==> config.mk <==
export PLATFORM = sky130hd
export DESIGN_NAME = carry_scan_adder
export DESIGN_NICKNAME = d
export VERILOG_FILES = /design/src/rtl/carry_scan_pkg.sv /design/src/rtl/cs_classify.sv /design/src/rtl/cs_prefix_scan.sv /design/src/rtl/cs_sum_xor.sv /design/src/rtl/carry_scan_adder.sv
export SDC_FILE = /design/constraint.sdc
export NUM_CORES = 1
export LEC_CHECK = 0
export ABC_AREA = 1
export BUFFER_PORTS_ARGS = -buffer_cell sky130_fd_sc_hd__buf_4
export CAP_MARGIN = 5
export CORE_MARGIN = 4
export CORE_UTILIZATION = 58
export CTS_CLUSTER_DIAMETER = 30
export DETAILED_ROUTE_END_ITERATION = 10
export GPL_TIMING_DRIVEN = 1
export PLACE_DENSITY_LB_ADDON = 0.1
export RECOVER_POWER = 50
export SETUP_SLACK_MARGIN = 0.05
export SLEW_MARGIN = 20
export SYNTH_ARGS = -nofsm -noshare
export SYNTH_HDL_FRONTEND = slang
export SYNTH_SLANG_ARGS = --single-unit
==> constraint.sdc <==
create_clock -name clk -period 0.8 [get_ports clk]
set_input_delay 0.16 -clock clk [delete_from_list [all_inputs] [get_ports clk]]
set_output_delay 0.16 -clock clk [all_outputs]
set_load 0.005 [all_outputs]
==> src/rtl/carry_scan_pkg.sv <==
package carry_scan_pkg;

    // Carry state of one bit position (or of a scanned span of positions).
    typedef enum logic [1:0] {
        CS_KILL = 2'b00,
        CS_PASS = 2'b01,
        CS_MAKE = 2'b11
    } cstate_e;

    // Label one position from its two operand bits.
    function automatic cstate_e classify(input logic x, input logic y);
        if (x ^ y)
            return CS_PASS;
        else if (x)
            return CS_MAKE;
        else
            return CS_KILL;
    endfunction

    // Merge an upper span with the span directly below it.
    // The upper state decides unless it is Pass, in which case the lower shows through.
    function automatic cstate_e merge(input cstate_e upper, input cstate_e lower);
        return (upper == CS_PASS) ? lower : upper;
    endfunction

endpackage

==> src/rtl/cs_classify.sv <==
module cs_classify
    import carry_scan_pkg::*;
#(
    parameter int WIDTH = 16
) (
    input  logic [WIDTH-1:0] a,
    input  logic [WIDTH-1:0] b,
    input  logic             cin,
    output cstate_e          st [0:WIDTH]
);
    // Slot 0 holds the injected carry-in; slot i+1 holds operand bit i.
    assign st[0] = cin ? CS_MAKE : CS_KILL;

    for (genvar i = 0; i < WIDTH; i++) begin : g_bit
        assign st[i+1] = classify(a[i], b[i]);
    end
endmodule

==> src/rtl/cs_prefix_scan.sv <==
module cs_prefix_scan
    import carry_scan_pkg::*;
#(
    parameter int WIDTH = 16
) (
    input  cstate_e          st    [0:WIDTH],
    output logic [WIDTH:0]   carry
);
    localparam int SLOTS  = WIDTH + 1;
    localparam int LEVELS = (SLOTS > 1) ? $clog2(SLOTS) : 1;

    cstate_e lvl [0:LEVELS][0:WIDTH];

    for (genvar j = 0; j < SLOTS; j++) begin : g_in
        assign lvl[0][j] = st[j];
    end

    // One level per power-of-two distance; slots below the distance are already final.
    for (genvar l = 0; l < LEVELS; l++) begin : g_lvl
        localparam int DIST = 1 << l;
        for (genvar j = 0; j < SLOTS; j++) begin : g_slot
            if (j >= DIST) begin : g_cell
                assign lvl[l+1][j] = merge(lvl[l][j], lvl[l][j-DIST]);
            end else begin : g_wire
                assign lvl[l+1][j] = lvl[l][j];
            end
        end
    end

    // Slot 0 is never Pass, so every full prefix resolves to Make or Kill.
    // carry[i] is the carry into bit i; carry[WIDTH] leaves the top bit.
    for (genvar j = 0; j < SLOTS; j++) begin : g_out
        assign carry[j] = (lvl[LEVELS][j] == CS_MAKE);
    end
endmodule

==> src/rtl/cs_sum_xor.sv <==
module cs_sum_xor #(
    parameter int WIDTH = 16
) (
    input  logic [WIDTH-1:0] a,
    input  logic [WIDTH-1:0] b,
    input  logic [WIDTH-1:0] cy,
    output logic [WIDTH-1:0] s
);
    for (genvar i = 0; i < WIDTH; i++) begin : g_bit
        assign s[i] = a[i] ^ b[i] ^ cy[i];
    end
endmodule

==> src/rtl/carry_scan_adder.sv <==
module carry_scan_adder
    import carry_scan_pkg::*;
#(
    parameter int WIDTH = 16
) (
    input  logic             clk,
    input  logic             rst_n,
    input  logic [WIDTH-1:0] a,
    input  logic [WIDTH-1:0] b,
    input  logic             cin,
    output logic [WIDTH-1:0] sum,
    output logic             cout
);
    typedef struct packed {
        logic [WIDTH-1:0] sum;
        logic             cout;
    } result_t;

    cstate_e          st [0:WIDTH];
    logic [WIDTH:0]   carry;
    logic [WIDTH-1:0] sum_bits;
    result_t          res_d;
    result_t          res_q;

    cs_classify #(.WIDTH(WIDTH)) u_classify (
        .a   (a),
        .b   (b),
        .cin (cin),
        .st  (st)
    );

    cs_prefix_scan #(.WIDTH(WIDTH)) u_scan (
        .st    (st),
        .carry (carry)
    );

    cs_sum_xor #(.WIDTH(WIDTH)) u_sum (
        .a  (a),
        .b  (b),
        .cy (carry[WIDTH-1:0]),
        .s  (sum_bits)
    );

    always_comb begin
        res_d      = res_q;
        res_d.sum  = sum_bits;
        res_d.cout = carry[WIDTH];
    end

    always_ff @(posedge clk or negedge rst_n) begin
        if (!rst_n)
            res_q <= '0;
        else
            res_q <= res_d;
    end

    assign sum  = res_q.sum;
    assign cout = res_q.cout;
endmodule

==> summary.md, run 1 <==
| Metric | Value |
|---|---|
| #FFs+latches synth | 17 |
| Warnings, synthesis | 0 |
| Die X | 65.9 um |
| Routability cong. | 0.820 |
| Synth Instances | 282 |
| Synth unique cells | 22 |
| Port buffer count | 51 |
| Sequential element share of the synthesized area | 21.9% |
| Synth Cell Area | 1950 um2 |
| I/O pins | 52 |
| Die H | 65.9 um |
| Starting Density | 62.2% |
| Failing step | 3_5_place_dp |
| Syn_nets | 348 |
| Row count | 20 |
| Post-Syn Area per Cell | 6.90 um2 |
| Outcome | did not finish |
| Tool Error | [ERROR DPL-0038] Utilization greater than 100%, impossible to legalize |
## logic make-up after synthesis
logic type | synth area share [%]
adder cells (fa/ha/maj) | 19.9
XOR/XNOR | 3.60
buffers and inverters | 12.0
AND/OR/NAND/NOR | 29.9
flip-flops | 21.9
AO/OA/AOI/OAI | 12.7
## Yosys cell counts
library cell | count | share of area (%)
o21bai_4 | 1 | 0.96
nor2b_1 | 1 | 0.32
a21oi_2 | 4 | 1.8
o21ai_1 | 9 | 2.3
a21oi_1 | 9 | 2.3
dfrtp_1 | 17 | 22
o21a_1 | 1 | 0.39
inv_1 | 50 | 9.6
nand3_2 | 3 | 1.5
o21ai_4 | 1 | 0.84
nor2_4 | 1 | 0.58
nand3_1 | 11 | 2.8
o21ai_0 | 9 | 2.3
o21ai_2 | 4 | 1.8
nand2_1 | 80 | 15
xor2_1 | 8 | 3.6
nand2_2 | 15 | 4.8
nand2_4 | 3 | 1.7
nor2_1 | 9 | 1.7
inv_2 | 12 | 2.3
nor2_2 | 3 | 0.96
ha_1 | 31 | 20
## metrics by stage
stage | setup TNS (ps) | instances
2_1_floorplan | -4910 | 282
3_3_place_gp | -8700 | 425
==> run 2: changes to the inputs <==
--- a/config.mk
+++ b/config.mk
@@ -9,13 +9,11 @@
 export BUFFER_PORTS_ARGS = -buffer_cell sky130_fd_sc_hd__buf_4
 export CAP_MARGIN = 5
 export CORE_MARGIN = 4
-export CORE_UTILIZATION = 58
-export CTS_CLUSTER_DIAMETER = 30
+export CORE_UTILIZATION = 40
 export DETAILED_ROUTE_END_ITERATION = 10
 export GPL_TIMING_DRIVEN = 1
-export PLACE_DENSITY_LB_ADDON = 0.1
+export PLACE_DENSITY_LB_ADDON = 0.15
 export RECOVER_POWER = 50
-export SETUP_SLACK_MARGIN = 0.05
 export SLEW_MARGIN = 20
 export SYNTH_ARGS = -nofsm -noshare
 export SYNTH_HDL_FRONTEND = slang
==> run 2 against run 1 <==
Against the previous run: the flow now finishes, with violations (negative setup slack); synthesized cell count unchanged; synthesized area unchanged.
==> summary.md, run 2 <==
| Metric | Value |
|---|---|
| Outcome | finished, violations left |
| Failing checks | negative setup slack |
| Worst vdd ir | 0.657 mV |
| Core ar. | 4720 um2 |
| MaxCap Viol Count | 0 |
| Post-synthesis async set-or-reset flop share | 100% |
| Worst Max-Slew Pin Slew | 455 ps |
| Sequential element share of the synthesized area | 21.9% |
| Seq pwr share | 22.1% |
| Die ar. | 6050 um2 |
| Overall Global Routing Usage | 19.6% |
| Root Buffer | clkbuf_8 |
| Top cells by area, synth | dfrtp_1 22%, ha_1 20%, nand2_1 15%, inv_1 9.6%, nand2_2 4.8% |
| Die H | 77.8 um |
| Synth unique cells | 22 |
| Clock network power share | 13.5% |
| Synth Cell Area | 1950 um2 |
| HP Class | input port to register |
| Crit path kind | input port to register |
| Vias in the first global route | 2285 |
| WL per Instance | 13.6 um |
| Post-synth top cells | 80 x nand2_1, 50 x inv_1, 31 x ha_1, 17 x dfrtp_1, 15 x nand2_2 |
| Max Fanout on Critical Path | 3 |
| Area growth, synth to finish | 104% |
| Final min period | 1320 ps |
| Row count | 25 |
| 1st-pass router iterations | 5 |
| Power Total | 5.22 mW |
| Final hold viol count | 0 |
| Max reg flops | 16 |
| Share of cells above drive strength 1 | 70.1% |
| Power Internal | 3.13 mW |
| Count leader, synth | nand2_1 |
| Gr busiest metal | met2 |
| Fmax | 758 MHz |
| Routed WL | 6.32 mm |
| Fin cells | 465 |
| Port buffer count | 51 |
| Nets | 465 |
| M2 GR Usage | 37.8% |
| Post-synth top area share | 21.9% |
| Htree depth | 1 |
| Primary FF master, synth | dfrtp_1 |
| Fin area | 3980 um2 |
| Placed instance area | 3200 um2 |
| Synth Instances | 282 |
| GR Util met3 | 2.20% |
| Most common cell after layout, fill and taps aside | buf_4 |
| Antenna violations before repair | 0 |
| CTS Buf Count | 3 |
| Drt drc | 0 |
| Largest net degree at the start of global routing | 18 |
| Warnings, synthesis | 0 |
| RSZ-0062 raised after global routing | yes |
| Crit start category | input port |
| I/O pins | 52 |
| Post-DRT Antenna Nets | 0 |
| Syn_nets | 348 |
| DR vias | 2194 |
| Setup_tns | -6920 ps |
| Commonest non-fill, non-tap cells in the layout | 62 x buf_4, 50 x nand2_1, 32 x buf_6 |
| Power share of the combinational group | 64.5% |
| Fin util | 84.2% |
| Total gr overflow | 0 |
| Slew Limit Fails | 0 |
| Required time of the worst setup path | 950 ps |
| #FFs+latches synth | 17 |
| Lkg Pwr | 1.97 nW |
| Clock transition at the registers of the reported paths | 80 ps |
| Die X | 77.8 um |
| Post-synth EDFFs | 0 |
| CTS tree | done |
| Fill cell count | 277 |
| # setup viols final | 33 |
| M1 GR Usage | 23.0% |
| DR vias/cell | 4.72 |
| Hold Slack | 221 ps |
| First-pass GRT wire length | 9.72 mm |
| CTS Buffer Depth | 2 |
| Tcrit/Tclk final | 165% |
| P_sw | 2.09 mW |
| Worst Setup End Kind | register |
| Routability cong. | 0.837 |
| Post-Syn Area per Cell | 6.90 um2 |
| Ant. Diodes | 0 |
| Clock sinks | 17 |
| Switching Fraction | 40.1% |
| Starting Density | 41.2% |
| DP Cell Count | 447 |
| Final setup margin | -519 ps |
| DP Worst Slack | -701 ps |
| Dpl hpwl | 4.23 mm |
| Starting DRC count in detailed routing | 67 |
| Max_slew headroom | 69.7% |
| CP arrival | 1470 ps |
| PD cells | 1310 nW/um2 |
| Cell accounting for the most synthesized area | dfrtp_1 |
## run 2: timing repair
| action | in CTS | in global routing |
|---|---|---|
| resized for setup | 112 | 49 |
| setup endpoints to repair | 33 | 33 |
| hold buffers | 1 | 0 |
| pin swaps | 72 | 43 |
| buffers inserted | 11 | 5 |
| hold endpoints to repair | 17 | 0 |
## run 2: final cells by class
class | instances | area [um2] | area share (%)
Multi-Input combinational cell | 203 | 1950 | 49.0
Timing Repair Buffer | 112 | 1100 | 27.7
Sequential cell | 17 | 425 | 10.7
Inverter | 62 | 373 | 9.38
Clock buffer | 3 | 41.3 | 1.04
Tap cell | 67 | 83.8 | 2.11
Clock inverter | 1 | 5.00 | 0.126
## run 2: cell families after synthesis
kind of cell | share of synthesized area, %
adders and majority gates | 19.9
DFF | 21.9
buffers and inverters | 12.0
AOI/OAI and AO/OA | 12.7
xor gates and xnor gates | 3.60
and+or+nand+nor | 29.9
## run 2: final timing paths
kind / startpoint / end / slack, ps / depth (start not counted)
max: b[9] / cout$_DFF_PN0_ / -520 / 13
max in group asynchronous: rst_n / sum[3]$_DFF_PN0_ / 110 / 2
min: cin / sum[0]$_DFF_PN0_ / 220 / 4
min in group asynchronous: rst_n / sum[11]$_DFF_PN0_ / 380 / 2
## run 2: worst max-delay path, stage by stage
cell and delay (ps):
buf_8 80, inv_4 30, ha_4 280, inv_4 50, nand2_4 70, o21ai_4 80, buf_6 120, o21ai_2 150
nand2_1 90, nand2_2 100, nor2_2 50, nor2_1 140, nor2_1 70
## run 2: per-layer routing
layer / vias to the layer above / routed length, um
li1: 1094 / -
met1: 1028 / 2450
met2: 58 / 3460
met3: 14 / 275
met4: 0 / 138
met5: - / 0
## run 2: power groups by stage
stage	combinational, mW	clock [mW]	sequential (mW)
after floorplan	1.35	0	1.14
after global placement	2.39	0	1.13
after detailed placement	2.44	0	1.13
after CTS	3.01	0.700	1.15
after global routing	3.61	0.743	1.17
final	3.37	0.704	1.15
Power figures use the tool's default switching activity.
==> run 3: changes to the inputs <==
--- a/config.mk
+++ b/config.mk
@@ -9,11 +9,12 @@
 export BUFFER_PORTS_ARGS = -buffer_cell sky130_fd_sc_hd__buf_4
 export CAP_MARGIN = 5
 export CORE_MARGIN = 4
-export CORE_UTILIZATION = 40
+export CORE_UTILIZATION = 45
 export DETAILED_ROUTE_END_ITERATION = 10
 export GPL_TIMING_DRIVEN = 1
 export PLACE_DENSITY_LB_ADDON = 0.15
 export RECOVER_POWER = 50
+export SKIP_LAST_GASP = 1
 export SLEW_MARGIN = 20
 export SYNTH_ARGS = -nofsm -noshare
 export SYNTH_HDL_FRONTEND = slang
==> run 3 against run 2 <==
Against the previous run: the run now fails in 5_1_grt; synthesized cell count unchanged; synthesized area unchanged.
==> summary.md, run 3 <==
| Metric | Value |
|---|---|
| Post-synth top area share | 21.9% |
| Clock sinks | 17 |
| Root Buffer | clkbuf_8 |
| Top cells by area, synth | dfrtp_1 22%, ha_1 20%, nand2_1 15%, inv_1 9.6%, nand2_2 4.8% |
| CTS Buffer Depth | 2 |
| Synth unique cells | 22 |
| Primary FF master, synth | dfrtp_1 |
| Synth Instances | 282 |
| Die X | 73.8 um |
| Antenna violations before repair | 0 |
| DP Cell Count | 425 |
| Tool Error | [ERROR DPL-0033] detailed placement checks failed during check placement. |
| Port buffer count | 51 |
| Worst endpoint after global-route timing repair | sum[14]$_DFF_PN0_/D |
| Sequential element share of the synthesized area | 21.9% |
| Post-synthesis async set-or-reset flop share | 100% |
| Die H | 73.8 um |
| Post-synth top cells | 80 x nand2_1, 50 x inv_1, 31 x ha_1, 17 x dfrtp_1, 15 x nand2_2 |
| Htree depth | 1 |
| Routability cong. | 0.927 |
| Post-synth EDFFs | 0 |
| Cell accounting for the most synthesized area | dfrtp_1 |
| #FFs+latches synth | 17 |
| Synth Cell Area | 1950 um2 |
| Warnings, synthesis | 0 |
| CTS Buf Count | 3 |
| Failing step | 5_1_grt |
| I/O pins | 52 |
| Post-Syn Area per Cell | 6.90 um2 |
| Worst End Pin Type | sequential cell input |
| Syn_nets | 348 |
| Dpl hpwl | 4.25 mm |
| Count leader, synth | nand2_1 |
| Outcome | did not finish |
| Row count | 23 |
| Starting Density | 47.6% |
| Largest net degree at the start of global routing | 18 |
-- run 3: cell families after synthesis --
kind of cell,share of synthesized area [%]
flops,21.9
compound gates,12.7
buf+inv,12.0
simple gates,29.9
fa+ha+maj,19.9
xor+xnor,3.60
-- run 3: metrics by stage --
stage               setup TNS (ps)  instance area, um2  util, %  hold WS [ps]  setup slack (ps)
floorplan                    -4910                2380        -          -136              -427
global placement             -8900                3140     76.9          40.6              -657
detailed placement           -9280                3140     76.9          44.0              -709
CTS                          -5960                3630     88.8           218              -339
-- run 3: timing repair --
action	in CTS
pin swaps	51
setup endpoints to repair	33
setup buffers	8
hold buffers	1
endpoints found under the hold margin	17
gates cloned	0
resized for setup	99
